**src/rtl/haz_pkg.sv**
```systemverilog
package haz_pkg;
  typedef enum logic [1:0] {
    SRC_RF      = 2'd0,
    SRC_ALU_BYP = 2'd1,
    SRC_MEM_BYP = 2'd2
  } opnd_src_e;
endpackage

```
**src/rtl/haz_opnd_sel.sv**
```systemverilog
module haz_opnd_sel #(
  parameter int REG_W = 5
) (
  input  logic                clk_i,
  input  logic                rst_ni,
  input  logic                id_valid_i,
  input  logic [REG_W-1:0]    src_i,
  input  logic                ex_byp_i,
  input  logic [REG_W-1:0]    ex_rd_i,
  input  logic                mem_wr_i,
  input  logic [REG_W-1:0]    mem_rd_i,
  output haz_pkg::opnd_src_e  sel_o
);
  logic live;
  assign live = id_valid_i && (src_i != '0);

  always_comb begin
    sel_o = haz_pkg::SRC_RF;
    if (live) begin
      if (ex_byp_i && (ex_rd_i == src_i))        sel_o = haz_pkg::SRC_ALU_BYP;
      else if (mem_wr_i && (mem_rd_i == src_i))  sel_o = haz_pkg::SRC_MEM_BYP;
    end
  end


  zero_src_chk: assert property (@(posedge clk_i) disable iff (!rst_ni)
    (src_i == '0) |-> (sel_o == haz_pkg::SRC_RF));

  youngest_wins_chk: assert property (@(posedge clk_i) disable iff (!rst_ni)
    (live && ex_byp_i && mem_wr_i && ex_rd_i == src_i && mem_rd_i == src_i)
      |-> (sel_o == haz_pkg::SRC_ALU_BYP));
endmodule

```
**src/rtl/haz_load_use.sv**
```systemverilog
module haz_load_use #(
  parameter int REG_W   = 5,
  parameter int NUM_SRC = 2
) (
  input  logic                            clk_i,
  input  logic                            rst_ni,
  input  logic                            id_valid_i,
  input  logic [NUM_SRC-1:0][REG_W-1:0]   id_src_i,
  input  logic                            ex_ld_wr_i,
  input  logic [REG_W-1:0]                ex_rd_i,
  input  logic                            redirect_i,
  output logic                            stall_o
);
  logic [NUM_SRC-1:0] hit;

  for (genvar g = 0; g < NUM_SRC; g++) begin : g_hit
    assign hit[g] = ex_ld_wr_i && (ex_rd_i == id_src_i[g]);
  end

  // wrong-path consumer must not hold the pipe
  assign stall_o = id_valid_i && (|hit) && !redirect_i;


  flush_over_stall_chk: assert property (@(posedge clk_i) disable iff (!rst_ni)
    redirect_i |-> !stall_o);
  // the stall bubbles the load's successor slot, so it cannot repeat
  single_stall_chk: assert property (@(posedge clk_i) disable iff (!rst_ni)
    stall_o |=> !stall_o);

  stall_needs_load_chk: assert property (@(posedge clk_i) disable iff (!rst_ni)
    stall_o |-> ex_ld_wr_i);
endmodule

```
**src/rtl/haz_redirect.sv**
```systemverilog
module haz_redirect (
  input  logic clk_i,
  input  logic rst_ni,
  input  logic ex_valid_i,
  input  logic ex_taken_i,
  output logic redirect_o,
  output logic flush_if_o,
  output logic flush_id_o
);
  assign redirect_o = ex_valid_i && ex_taken_i;
  assign flush_if_o = redirect_o;
  assign flush_id_o = redirect_o;


  bubble_taken_chk: assert property (@(posedge clk_i) disable iff (!rst_ni)
    !ex_valid_i |-> (!flush_if_o && !flush_id_o));
endmodule

```
**src/rtl/hazard_ctrl.sv**
```systemverilog
module hazard_ctrl #(
  parameter int REG_W   = 5,
  parameter int NUM_SRC = 2
) (
  input  logic                            clk_i,
  input  logic                            rst_ni,
  input  logic                            id_valid_i,
  input  logic [NUM_SRC-1:0][REG_W-1:0]   id_src_i,
  input  logic                            ex_valid_i,
  input  logic [REG_W-1:0]                ex_rd_i,
  input  logic                            ex_we_i,
  input  logic                            ex_load_i,
  input  logic                            ex_taken_i,
  input  logic                            mem_valid_i,
  input  logic [REG_W-1:0]                mem_rd_i,
  input  logic                            mem_we_i,
  output logic [NUM_SRC-1:0][1:0]         fwd_sel_o,
  output logic                            stall_o,
  output logic                            flush_if_o,
  output logic                            flush_id_o
);
  logic ex_wr, mem_wr, ex_byp, ex_ld_wr, redirect;

  // r0 writes are architecturally void
  assign ex_wr    = ex_valid_i && ex_we_i && (ex_rd_i != '0);
  assign mem_wr   = mem_valid_i && mem_we_i && (mem_rd_i != '0);
  assign ex_byp   = ex_wr && !ex_load_i;
  assign ex_ld_wr = ex_wr && ex_load_i;

  haz_redirect u_redirect (
    .clk_i      (clk_i),
    .rst_ni     (rst_ni),
    .ex_valid_i (ex_valid_i),
    .ex_taken_i (ex_taken_i),
    .redirect_o (redirect),
    .flush_if_o (flush_if_o),
    .flush_id_o (flush_id_o)
  );

  haz_load_use #(.REG_W(REG_W), .NUM_SRC(NUM_SRC)) u_load_use (
    .clk_i      (clk_i),
    .rst_ni     (rst_ni),
    .id_valid_i (id_valid_i),
    .id_src_i   (id_src_i),
    .ex_ld_wr_i (ex_ld_wr),
    .ex_rd_i    (ex_rd_i),
    .redirect_i (redirect),
    .stall_o    (stall_o)
  );

  for (genvar g = 0; g < NUM_SRC; g++) begin : g_opnd
    haz_pkg::opnd_src_e sel;
    haz_opnd_sel #(.REG_W(REG_W)) u_sel (
      .clk_i      (clk_i),
      .rst_ni     (rst_ni),
      .id_valid_i (id_valid_i),
      .src_i      (id_src_i[g]),
      .ex_byp_i   (ex_byp),
      .ex_rd_i    (ex_rd_i),
      .mem_wr_i   (mem_wr),
      .mem_rd_i   (mem_rd_i),
      .sel_o      (sel)
    );
    assign fwd_sel_o[g] = sel;
  end


  idle_decode_chk: assert property (@(posedge clk_i) disable iff (!rst_ni)
    !id_valid_i |-> (!stall_o && fwd_sel_o == '0));

  taken_flush_chk: assert property (@(posedge clk_i) disable iff (!rst_ni)
    (ex_valid_i && ex_taken_i) |-> (flush_if_o && flush_id_o && !stall_o));

  alu_byp_no_stall_chk: assert property (@(posedge clk_i) disable iff (!rst_ni)
    (ex_valid_i && !ex_load_i) |-> !stall_o);
endmodule

```
**config.mk**
```make
export PLATFORM = sky130hd
export DESIGN_NAME = hazard_ctrl
export DESIGN_NICKNAME = d
export VERILOG_FILES = /design/src/rtl/haz_pkg.sv /design/src/rtl/haz_opnd_sel.sv /design/src/rtl/haz_load_use.sv /design/src/rtl/haz_redirect.sv /design/src/rtl/hazard_ctrl.sv
export SDC_FILE = /design/constraint.sdc
export NUM_CORES = 1
export LEC_CHECK = 0
export BUFFER_PORTS_ARGS = -buffer_cell sky130_fd_sc_hd__buf_2
export CORE_AREA = 8 8 45 47
export DETAILED_ROUTE_END_ITERATION = 7
export DIE_AREA = 0 0 53 55
export PLACE_DENSITY = 0.65
export SLEW_MARGIN = 20
export SYNTH_ARGS = -nofsm -noshare
export SYNTH_HDL_FRONTEND = slang
export SYNTH_SLANG_ARGS = --single-unit
```
**constraint.sdc**
```tcl
create_clock -name vclk -period 2.4
set_clock_uncertainty 0.05 [all_clocks]
set_input_delay 0.36 -clock vclk [all_inputs]
set_output_delay 0.36 -clock vclk [all_outputs]
set_load 0.01 [all_outputs]
```
======== Word-level counts from Yosys, hierarchy flattened ========
Cells that the tools add are included.
storage, ports and cells
  bits in registers ....................... 0
  latch bits .............................. 0
  RAM bits ................................ 0
  memory bits (read-only) ................. 0
  input bits .............................. 29
  output and inout bits ................... 7
  logic and storage cells ................. 34
  memories ................................ 0
cells by class
  add/sub/neg operators ................... 0
  multiply operators ...................... 0
  div/mod/pow operators ................... 0
  order comparisons ....................... 0
  equality and inequality tests ........... 4
  shift-type cells ........................ 0
  muxes and demuxes ....................... 6
  bitwise logic cells ..................... 0
  reduce and logical (&&, ||, !) cells .... 24
operators by type and width
  kind                 count
  equality test 5 bit  4
  nonzero test 5 bit   4
  logical AND 1 bit    17
  2-to-1 mux 2 bit     6
  logical NOT 1 bit    2
  OR reduction 2 bit   1

======== Longest topological paths before layout ========
Gate-level depths: netlist (run 1).
  word-level depth ........................ 7
  gate-level depth with buffers ........... 4
  gate-level depth less buffers ........... 4

======== Hierarchy ========
A second synthesis (run 1) with hierarchy kept.
second synthesis, totals
  cell total of the unflattened synthesis .. 63
  area total of the unflattened synthesis .. 483.0 µm²
modules (own cells, without submodules)
  module        instances  cells each  area each (µm²)  sequential area each (µm²)
  haz_opnd_sel  2          18          146.4            0.0
  haz_load_use  1          16          122.6            0.0
  hazard_ctrl   1          8           46.3             0.0
  haz_redirect  1          3           21.3             0.0

======== Worst setup path before layout (run 1) ========
Ideal clock, no wire load.
  path kind ............................... in2out
  start ................................... in ex_rd_i[3]
  end ..................................... out stall_o
  arrival time ............................ 1.485 ns
  setup slack ............................. 0.505 ns
  cell stages on the path ................. 4
  path buffers ............................ 0
  cell sequence ........................... xor2_1 > nor3_2 > nand3_1 > a2111oi_0
between the ends
  longest elaborated chain between the ends .. 7
  elaborated cells on any way between the ends .. 10
  classes of those cells .................. eq/ne (2); reduce/logical (8)
RTL lines
  item                              RTL line            source
  start, declared                   hazard_ctrl.sv:10   input logic [REG_W-1:0] ex_rd_i,
  nonzero test 5 bit                hazard_ctrl.sv:25   assign ex_wr = ex_valid_i && ex_we_i && (ex_rd_i != '0);
  logical AND 1 bit                 hazard_ctrl.sv:25
  logical AND 1 bit                 hazard_ctrl.sv:28   assign ex_ld_wr = ex_wr && ex_load_i;
  logical AND 1 bit                 haz_load_use.sv:17  assign hit[g] = ex_ld_wr_i && (ex_rd_i == id_src_i[g]);
  OR reduction 2 bit *              haz_load_use.sv:21  assign stall_o = id_valid_i && (|hit) && !redirect_i;
  logical AND 1 bit * (2 in a row)  haz_load_use.sv:21
  end, declared                     hazard_ctrl.sv:18   output logic stall_o,
Mark *: on every way between the ends. The rest lies on a longest branch, timed or not.

======== Worst setup path after layout (run 1) ========
Ends and elaborated chain as after synthesis.

==> results of run 1 <==
-- how the worst max path moves through the flow --
stage / endpoint / slack [ns]
4_1_cts: stall_o / 0.38
3_3_place_gp: stall_o / 0.40
6_report: stall_o / 0.37
3_5_place_dp: stall_o / 0.38
2_1_floorplan: stall_o / 0.51
5_1_grt: stall_o / 0.20
-- Yosys cell counts --
library cell	count
xnor2_1	10
xor2_1	10
nor2_1	6
nand3_1	5
or4_1	4
nor4_1	2
nor4b_1	2
o211a_1	2
a2111oi_0	1
and2_1	1
buf_4	1
nand2_1	1
nand3b_1	1
nor3_1	1
nor3_2	1
or3_4	1
-- where the power goes --
group          internal [uW]  switching, uW  leakage (uW)
registers                  0              0             0
logic                   41.3           39.3      0.000260
clock network              0              0             0
-- metal layers --
metal	GRT usage	up-vias	wire (microns)
li1	-	245	-
met1	0.107	202	547
met2	0.145	27	548
met3	0.0241	0	194
met4	0.00431	0	0
met5	0	-	0
-- cell type report --
cell class / count / area [sq um] / share of cell area
Multi-Input combinational cell: 48 / 355 / 0.651
Tap cell: 16 / 20.0 / 0.0367
Timing Repair Buffer: 34 / 170 / 0.312
-- logic make-up (layout without fill, tap and decap cells) --
| family | after synthesis | count (layout) | share of synthesized area |
|---|---|---|---|
| buffers and inverters | 1 | 34 | 0.0207 |
| AND/OR/NAND/NOR | 25 | 25 | 0.417 |
| XOR/XNOR | 20 | 20 | 0.483 |
| AO/OA/AOI/OAI | 3 | 3 | 0.0793 |
-- metrics by stage --
step,power [uW],std cells,cell area (sq um),utilization
2_1_floorplan,39.4,49,363,-
3_3_place_gp,79.4,98,546,0.394
3_5_place_dp,81.2,98,546,0.394
4_1_cts,81.6,98,546,0.394
5_1_grt,88.6,98,546,0.394
6_report,80.6,98,546,0.394
==> metrics.csv, run 1 <==
metric,value,unit
status,completed,
Worst Setup End Kind,output port,
# clk buffers,0,
setup tns final,0,ns
Final Hold Fails,0,
Synth Instances,49,
most frequent cells in the layout,"buf_2, xor2_1, xnor2_1",
Tcrit/Tclk final,0.844,
slowest cell on the critical path,a2111oi_0,
final worst path period need,2.03,ns
GRT Residual Overflow,0,
Final HPWL DP,1200,microns
vias,474,
die width,53,microns
GR Util All Layers,0.0845,
Worst VDD drop,55.7,uV
number of filler cells placed in the layout,157,
# port buffers,34,
P&R area growth vs syn,50.3,%
via count of the first global-routing pass,482,
Synth top area share,0.241,
# DRC,0,
stages on the worst setup path,6,
critical path's top delay family,compound AO/OA/AOI/OAI gates,
DRT iter0 DRCs,7,
largest net degree at the start of global routing,5,
Slew HR,0.741,
max-cap viol count,0,
Hold WC Path Type,in2out,
Least-Margin Pin Slew,0.379,ns
ratio of cells with drive above 1 in the final layout,0.439,
WL final,1290,microns
RSZ-0062 raised after global routing,no,
PD cells,148,nW/um^2
worst slack at placement,0.380,ns
Final Setup Violations,0,
synth warn,0,
CP most frequent cell,buf_2,
Hold Path End,flush_id_o,
Hold Path Depth,3,
Routed WL per cell,13.2,microns
CP startpoint,ex_rd_i[3],
syn nets,78,
"area leader, netlist",xnor2_1,
Leakage,0.000260,uW
FF+latch count,0,
Worst Path Buf+Inv,2,
final worst setup slack,0.374,ns
first-pass GRT wire length,2050,microns
synth unique cells,16,
# resized after CTS,0,
core area,1380,sq um
Worst path max stage delay,0.45,ns
CP Class,in2out,
Mapped Area,363,sq um
row count,14,
"commonest non-fill, non-tap cell in the layout",buf_2,
Initial DRT Pass Iterations,4,
Max Slew Vio Count,0,
Die H,55,microns
ANT nets after route,0,
I/O Pins,36,
setup bufs post-CTS,0,
crit path max fanout,3,
Reg area,0,sq um
hold_sp,ex_taken_i,
die area,2920,sq um
ant diodes,0,
CP cell instances,buf_2 -> xor2_1 -> nor3_2 -> nand3_1 -> a2111oi_0 -> buf_2,
synth top area cells,"xnor2_1, xor2_1, or4_1, nand3_1, nor2_1",
CP Data Required Time,1.99,ns
Avg Vias per Cell,4.84,
Hold WS,0.991,ns
cts hold-fix bufs,0,
Initial Utilization,0.262,
nets@finish,113,
initial antenna violation count,0,
sequential area share after synthesis,0,
Syn Area/Cell,7.41,sq um
Max Clk Rate,0.494,GHz
Worst Setup Start Kind,primary input,
gpl congestion,0.764,
CP Data Arrival Time,1.62,ns
Power figures use the tool's default switching activity.
==> run 2, diff against run 1 <==
--- a/config.mk
+++ b/config.mk
@@ -9,7 +9,7 @@
 export CORE_AREA = 8 8 45 47
 export DETAILED_ROUTE_END_ITERATION = 7
 export DIE_AREA = 0 0 53 55
-export PLACE_DENSITY = 0.65
+export PLACE_DENSITY = 0.67
 export SLEW_MARGIN = 20
 export SYNTH_ARGS = -nofsm -noshare
 export SYNTH_HDL_FRONTEND = slang
==> constraint.sdc (replaced) <==
create_clock -name vclk -period 1.8
set_clock_uncertainty 0.05 [all_clocks]
set_input_delay 0.27 -clock vclk [all_inputs]
set_output_delay 0.27 -clock vclk [all_outputs]
set_load 0.01 [all_outputs]
==> metrics.csv, run 2 (same netlist as run 1, synthesis figures left out) <==
metric,value,unit,change
Max Clk Rate,0.569,GHz,
gpl congestion,0.833,,+9.0%
hold_sp,ex_taken_i,,
WL final,1350,microns,+4.3%
Avg Vias per Cell,4.64,,-4.1%
Final HPWL DP,1200,microns,-0.51%
# DRC,0,,unchanged
GR Util All Layers,0.0861,,+0.00163
Slew HR,0.817,,+0.0763
number of filler cells placed in the layout,145,,-7.6%
# port buffers,34,,unchanged
Int Pwr,62.8,uW,+52%
DR WL met2,568,microns,+3.6%
Hold WC Path Type,in2out,,
Least-Margin Pin Slew,0.272,ns,-0.107 ns
CP Class,in2out,,
Multi-input gate area,387,sq um,+8.8%
CP Data Required Time,1.48,ns,-0.51 ns
Flop pwr share,0,,unchanged
Die H,55,microns,unchanged
ant diodes,0,,unchanged
row count,14,,unchanged
Max Slew Vio Count,0,,unchanged
Final Setup Violations,0,,unchanged
worst slack at placement,0.0137,ns,-0.366 ns
Initial Utilization,0.262,,unchanged
Metal-1 WL,533,microns,-2.6%
"commonest non-fill, non-tap cell in the layout",buf_2,,
DRT iter0 DRCs,1,,-6
max-cap viol count,0,,unchanged
CP Data Arrival Time,1.44,ns,-0.18 ns
# clk buffers,0,,unchanged
RSZ-0062 raised after global routing,yes,,
Tcrit/Tclk final,0.976,,
DR WL met3,244,microns,+26%
final worst setup slack,0.0424,ns,-0.331 ns
Reg area,0,sq um,unchanged
vias,478,,+0.84%
Routed WL per cell,13.1,microns,-0.73%
ANT nets after route,0,,unchanged
crit path max fanout,4,,+1
core area,1380,sq um,unchanged
largest net degree at the start of global routing,5,,unchanged
final total power,121,uW,+50%
Net Switching,58.2,uW,+48%
via count of the first global-routing pass,484,,+0.41%
switching part of the total power,0.481,,-0.00634
status,completed,,
final worst path period need,1.76,ns,
most frequent cells in the layout,"buf_2, xor2_1, xnor2_1",,
Leakage,0.000289,uW,+11%
die area,2920,sq um,unchanged
Initial DRT Pass Iterations,3,,-1
clock network power share,0,,unchanged
Worst Setup End Kind,output port,,
GRT Residual Overflow,0,,unchanged
Final Hold Fails,0,,unchanged
PD cells,195,nW/um^2,+32%
Worst Setup Start Kind,primary input,,
P&R area growth vs syn,71.0,%,
cts hold-fix bufs,0,,unchanged
CP startpoint,ex_rd_i[1],,
Hold Path End,flush_if_o,,
combinational fraction of design power,1.000,,about the same
first-pass GRT wire length,2060,microns,+0.34%
top sig layer,met3,,
nets@finish,118,,+4.4%
Worst VDD drop,78.2,uV,+41%
ratio of cells with drive above 1 in the final layout,0.540,,+0.101
FF+latch count,0,,unchanged
I/O Pins,36,,unchanged
initial antenna violation count,0,,unchanged
Hold Path Depth,3,,unchanged
die width,53,microns,unchanged
Hold WS,0.820,ns,-0.171 ns
-- run 2: cell count changes in the layout (fill, tap and decap cells not counted) --
cell and change:
a2111oi_0 -1, a2111oi_2 +1, buf_2 -1, buf_4 +5, buf_6 +1, nor2_1 -2
nor2_2 +1, nor2_4 +1, nor3_1 -1, nor3_2 +1, nor4b_1 -1, nor4b_2 +1
or4_1 -1, or4_4 +1
-- run 2: critical path, cell delays in order --
cell     delay, ns
buf_6         0.09
or4_4         0.53
nor2_4        0.12
or3_4         0.15
o211a_1       0.15
buf_2         0.12
-- run 2: area by class of cell --
type | instances | area share
multi-input combinational | 48 | 0.623
timing repair buffer | 39 | 0.345
tap | 16 | 0.0323
-- run 2: worst max path at each step --
stage                         to  slack [ns]  cells past startpoint
global route             stall_o       -0.05                      6
CTS                      stall_o        0.02                      6
floorplan                stall_o        0.09                      4
finish              fwd_sel_o[1]        0.04                      6
detailed placement  fwd_sel_o[3]        0.01                      6
global placement         stall_o        0.02                      6
-- run 2: layer usage --
metal / track usage / vias to the layer above
li1: - / 256
met1: 0.104 / 197
met2: 0.145 / 25
met3: 0.0401 / 0
met4: 0 / 0
met5: 0 / -
-- run 2: repair_timing --
action,CTS,global route
setup buffers,0,1
gates resized for setup,0,9
setup endpoints to repair,0,4
-- run 2: per-stage QoR --
stage,util,instances,TNS (ns),instance area [sq um]
detailed placement,0.416,102,0,576
global placement,0.416,102,0,576
CTS,0.416,102,0,576
finish,0.448,103,0,621
floorplan,-,49,0,363
global route,0.448,103,-0.0900,621
-- run 2: power groups by stage --
| stage | clock network, uW | logic (uW) | registers, uW |
|---|---|---|---|
| final | 0 | 121 | 0 |
| after global routing | 0 | 132 | 0 |
| after CTS | 0 | 114 | 0 |
| after detailed placement | 0 | 113 | 0 |
| after global placement | 0 | 110 | 0 |
| after floorplan | 0 | 52.5 | 0 |
==> run 3, diff against run 2 <==
--- a/config.mk
+++ b/config.mk
@@ -6,10 +6,12 @@
 export NUM_CORES = 1
 export LEC_CHECK = 0
 export BUFFER_PORTS_ARGS = -buffer_cell sky130_fd_sc_hd__buf_2
-export CORE_AREA = 8 8 45 47
+export CELL_PAD_IN_SITES_DETAIL_PLACEMENT = 0
+export CELL_PAD_IN_SITES_GLOBAL_PLACEMENT = 1
+export CORE_MARGIN = 8
+export CORE_UTILIZATION = 22
 export DETAILED_ROUTE_END_ITERATION = 7
-export DIE_AREA = 0 0 53 55
-export PLACE_DENSITY = 0.67
+export PLACE_DENSITY = 0.83
 export SLEW_MARGIN = 20
 export SYNTH_ARGS = -nofsm -noshare
 export SYNTH_HDL_FRONTEND = slang
==> metrics.csv, run 3 (same netlist as run 1, synthesis figures left out) <==
metric,value,unit,change
status,completed,,
vias,503,,+5.2%
DR WL met2,596,microns,+4.9%
# clk buffers,0,,unchanged
"commonest non-fill, non-tap cell in the layout",buf_2,,
Die H,56.6,microns,+2.9%
final worst path period need,1.76,ns,+0.00236 ns
CP Data Arrival Time,1.44,ns,about the same
ratio of cells with drive above 1 in the final layout,0.563,,+0.0230
Max Slew Vio Count,0,,unchanged
crit path max fanout,4,,unchanged
nets@finish,118,,unchanged
Worst Setup End Kind,output port,,
WL final,1390,microns,+3.1%
Least-Margin Pin Slew,0.263,ns,-0.00857 ns
Hold WS,0.829,ns,+0.00882 ns
final worst setup slack,0.0401,ns,-0.00236 ns
Final Util,0.419,,-0.0297
row count,14,,unchanged
Tcrit/Tclk final,0.978,,+0.00131
die width,56.6,microns,+6.8%
Slew HR,0.823,,+0.00576
Final Hold Fails,0,,unchanged
gpl congestion,0.783,,-6.0%
I/O Pins,36,,unchanged
Avg Vias per Cell,4.88,,+5.2%
Initial DRT Pass Iterations,4,,+1
# DRC,0,,unchanged
ant diodes,0,,unchanged
GRT Residual Overflow,0,,unchanged
Leakage,0.000291,uW,+0.66%
Worst Setup Start Kind,primary input,,
Final Setup Violations,0,,unchanged
DR WL met3,126,microns,-48%
CP Data Required Time,1.48,ns,about the same
first-pass GRT wire length,2170,microns,+5.4%
GR Util All Layers,0.0752,,-0.0109
core area,1520,sq um,+10%
cts hold-fix bufs,0,,unchanged
RSZ-0062 raised after global routing,yes,,
max-cap viol count,0,,unchanged
worst slack at placement,-0.00370,ns,-0.0174 ns
largest net degree at the start of global routing,5,,unchanged
Max Clk Rate,0.568,GHz,-0.13%
top sig layer,met3,,
CP cell instances,buf_6 -> or4_4 -> nor2_4 -> or3_4 -> o211a_1 -> buf_2,,
Routed WL per cell,13.5,microns,+3.1%
# port buffers,34,,unchanged
Metal-1 WL,666,microns,+25%
Worst path max stage delay,0.53,ns,about the same
DRT iter0 DRCs,9,,+8
initial antenna violation count,0,,unchanged
PD cells,191,nW/um^2,-1.9%
die area,3200,sq um,+9.9%
Reg area,0,sq um,unchanged
CP Class,in2out,,
slowest cell on the critical path,or4_4,,
Worst VDD drop,77.4,uV,-1.0%
Initial Utilization,0.238,,-0.0241
Hold WC Path Type,in2out,,
Final HPWL DP,1280,microns,+7.0%
most frequent cells in the layout,"buf_2, xor2_1, xnor2_1",,
P&R area growth vs syn,75.9,%,
via count of the first global-routing pass,508,,+5.0%
FF+latch count,0,,unchanged
ANT nets after route,0,,unchanged
run 3: power by group:
part | leakage [uW] | internal, uW | switching, uW
Sequential | 0 | 0 | 0
Clock | 0 | 0 | 0
Combinational | 0.000291 | 63.3 | 58.7
run 3: metal layers:
layer	track usage	vias up
met3	0.0225	0
met2	0.124	24
met5	0	-
met1	0.0986	222
met4	0	0
li1	-	257
run 3: final timing paths:
path              slack (ns)       start            to  cells after the start
setup / recovery        0.04  ex_rd_i[1]  fwd_sel_o[1]                      6
hold / removal          0.83  ex_taken_i    flush_if_o                      3
run 3: cell type report:
type / count / area, sq um
fillers: 159 / 886
multi-input cells: 48 / 398
repair buffers: 39 / 220
well taps: 16 / 20.0
run 3: metrics by stage:
step | total power [uW] | area (sq um) | instances | setup TNS, ns
2_1_floorplan | 52.5 | 363 | 49 | 0
3_3_place_gp | 111 | 576 | 102 | 0
3_5_place_dp | 113 | 576 | 102 | -0.00408
4_1_cts | 115 | 582 | 102 | -0.00325
5_1_grt | 131 | 638 | 103 | -0.00825
6_report | 122 | 638 | 103 | 0
run 3: worst max-delay path, delay by kind of cell:
kind | cells | cell delay, ns
AND/OR/NAND/NOR | 3 | 0.80
buffers and inverters | 2 | 0.22
AO/OA/AOI/OAI | 1 | 0.15
run 3: repair_timing:
item / CTS / global route
buffers inserted: 0 / 1
pin swaps: 2 / 6
setup endpoints to repair: 2 / 5
gates resized for setup: 1 / 11
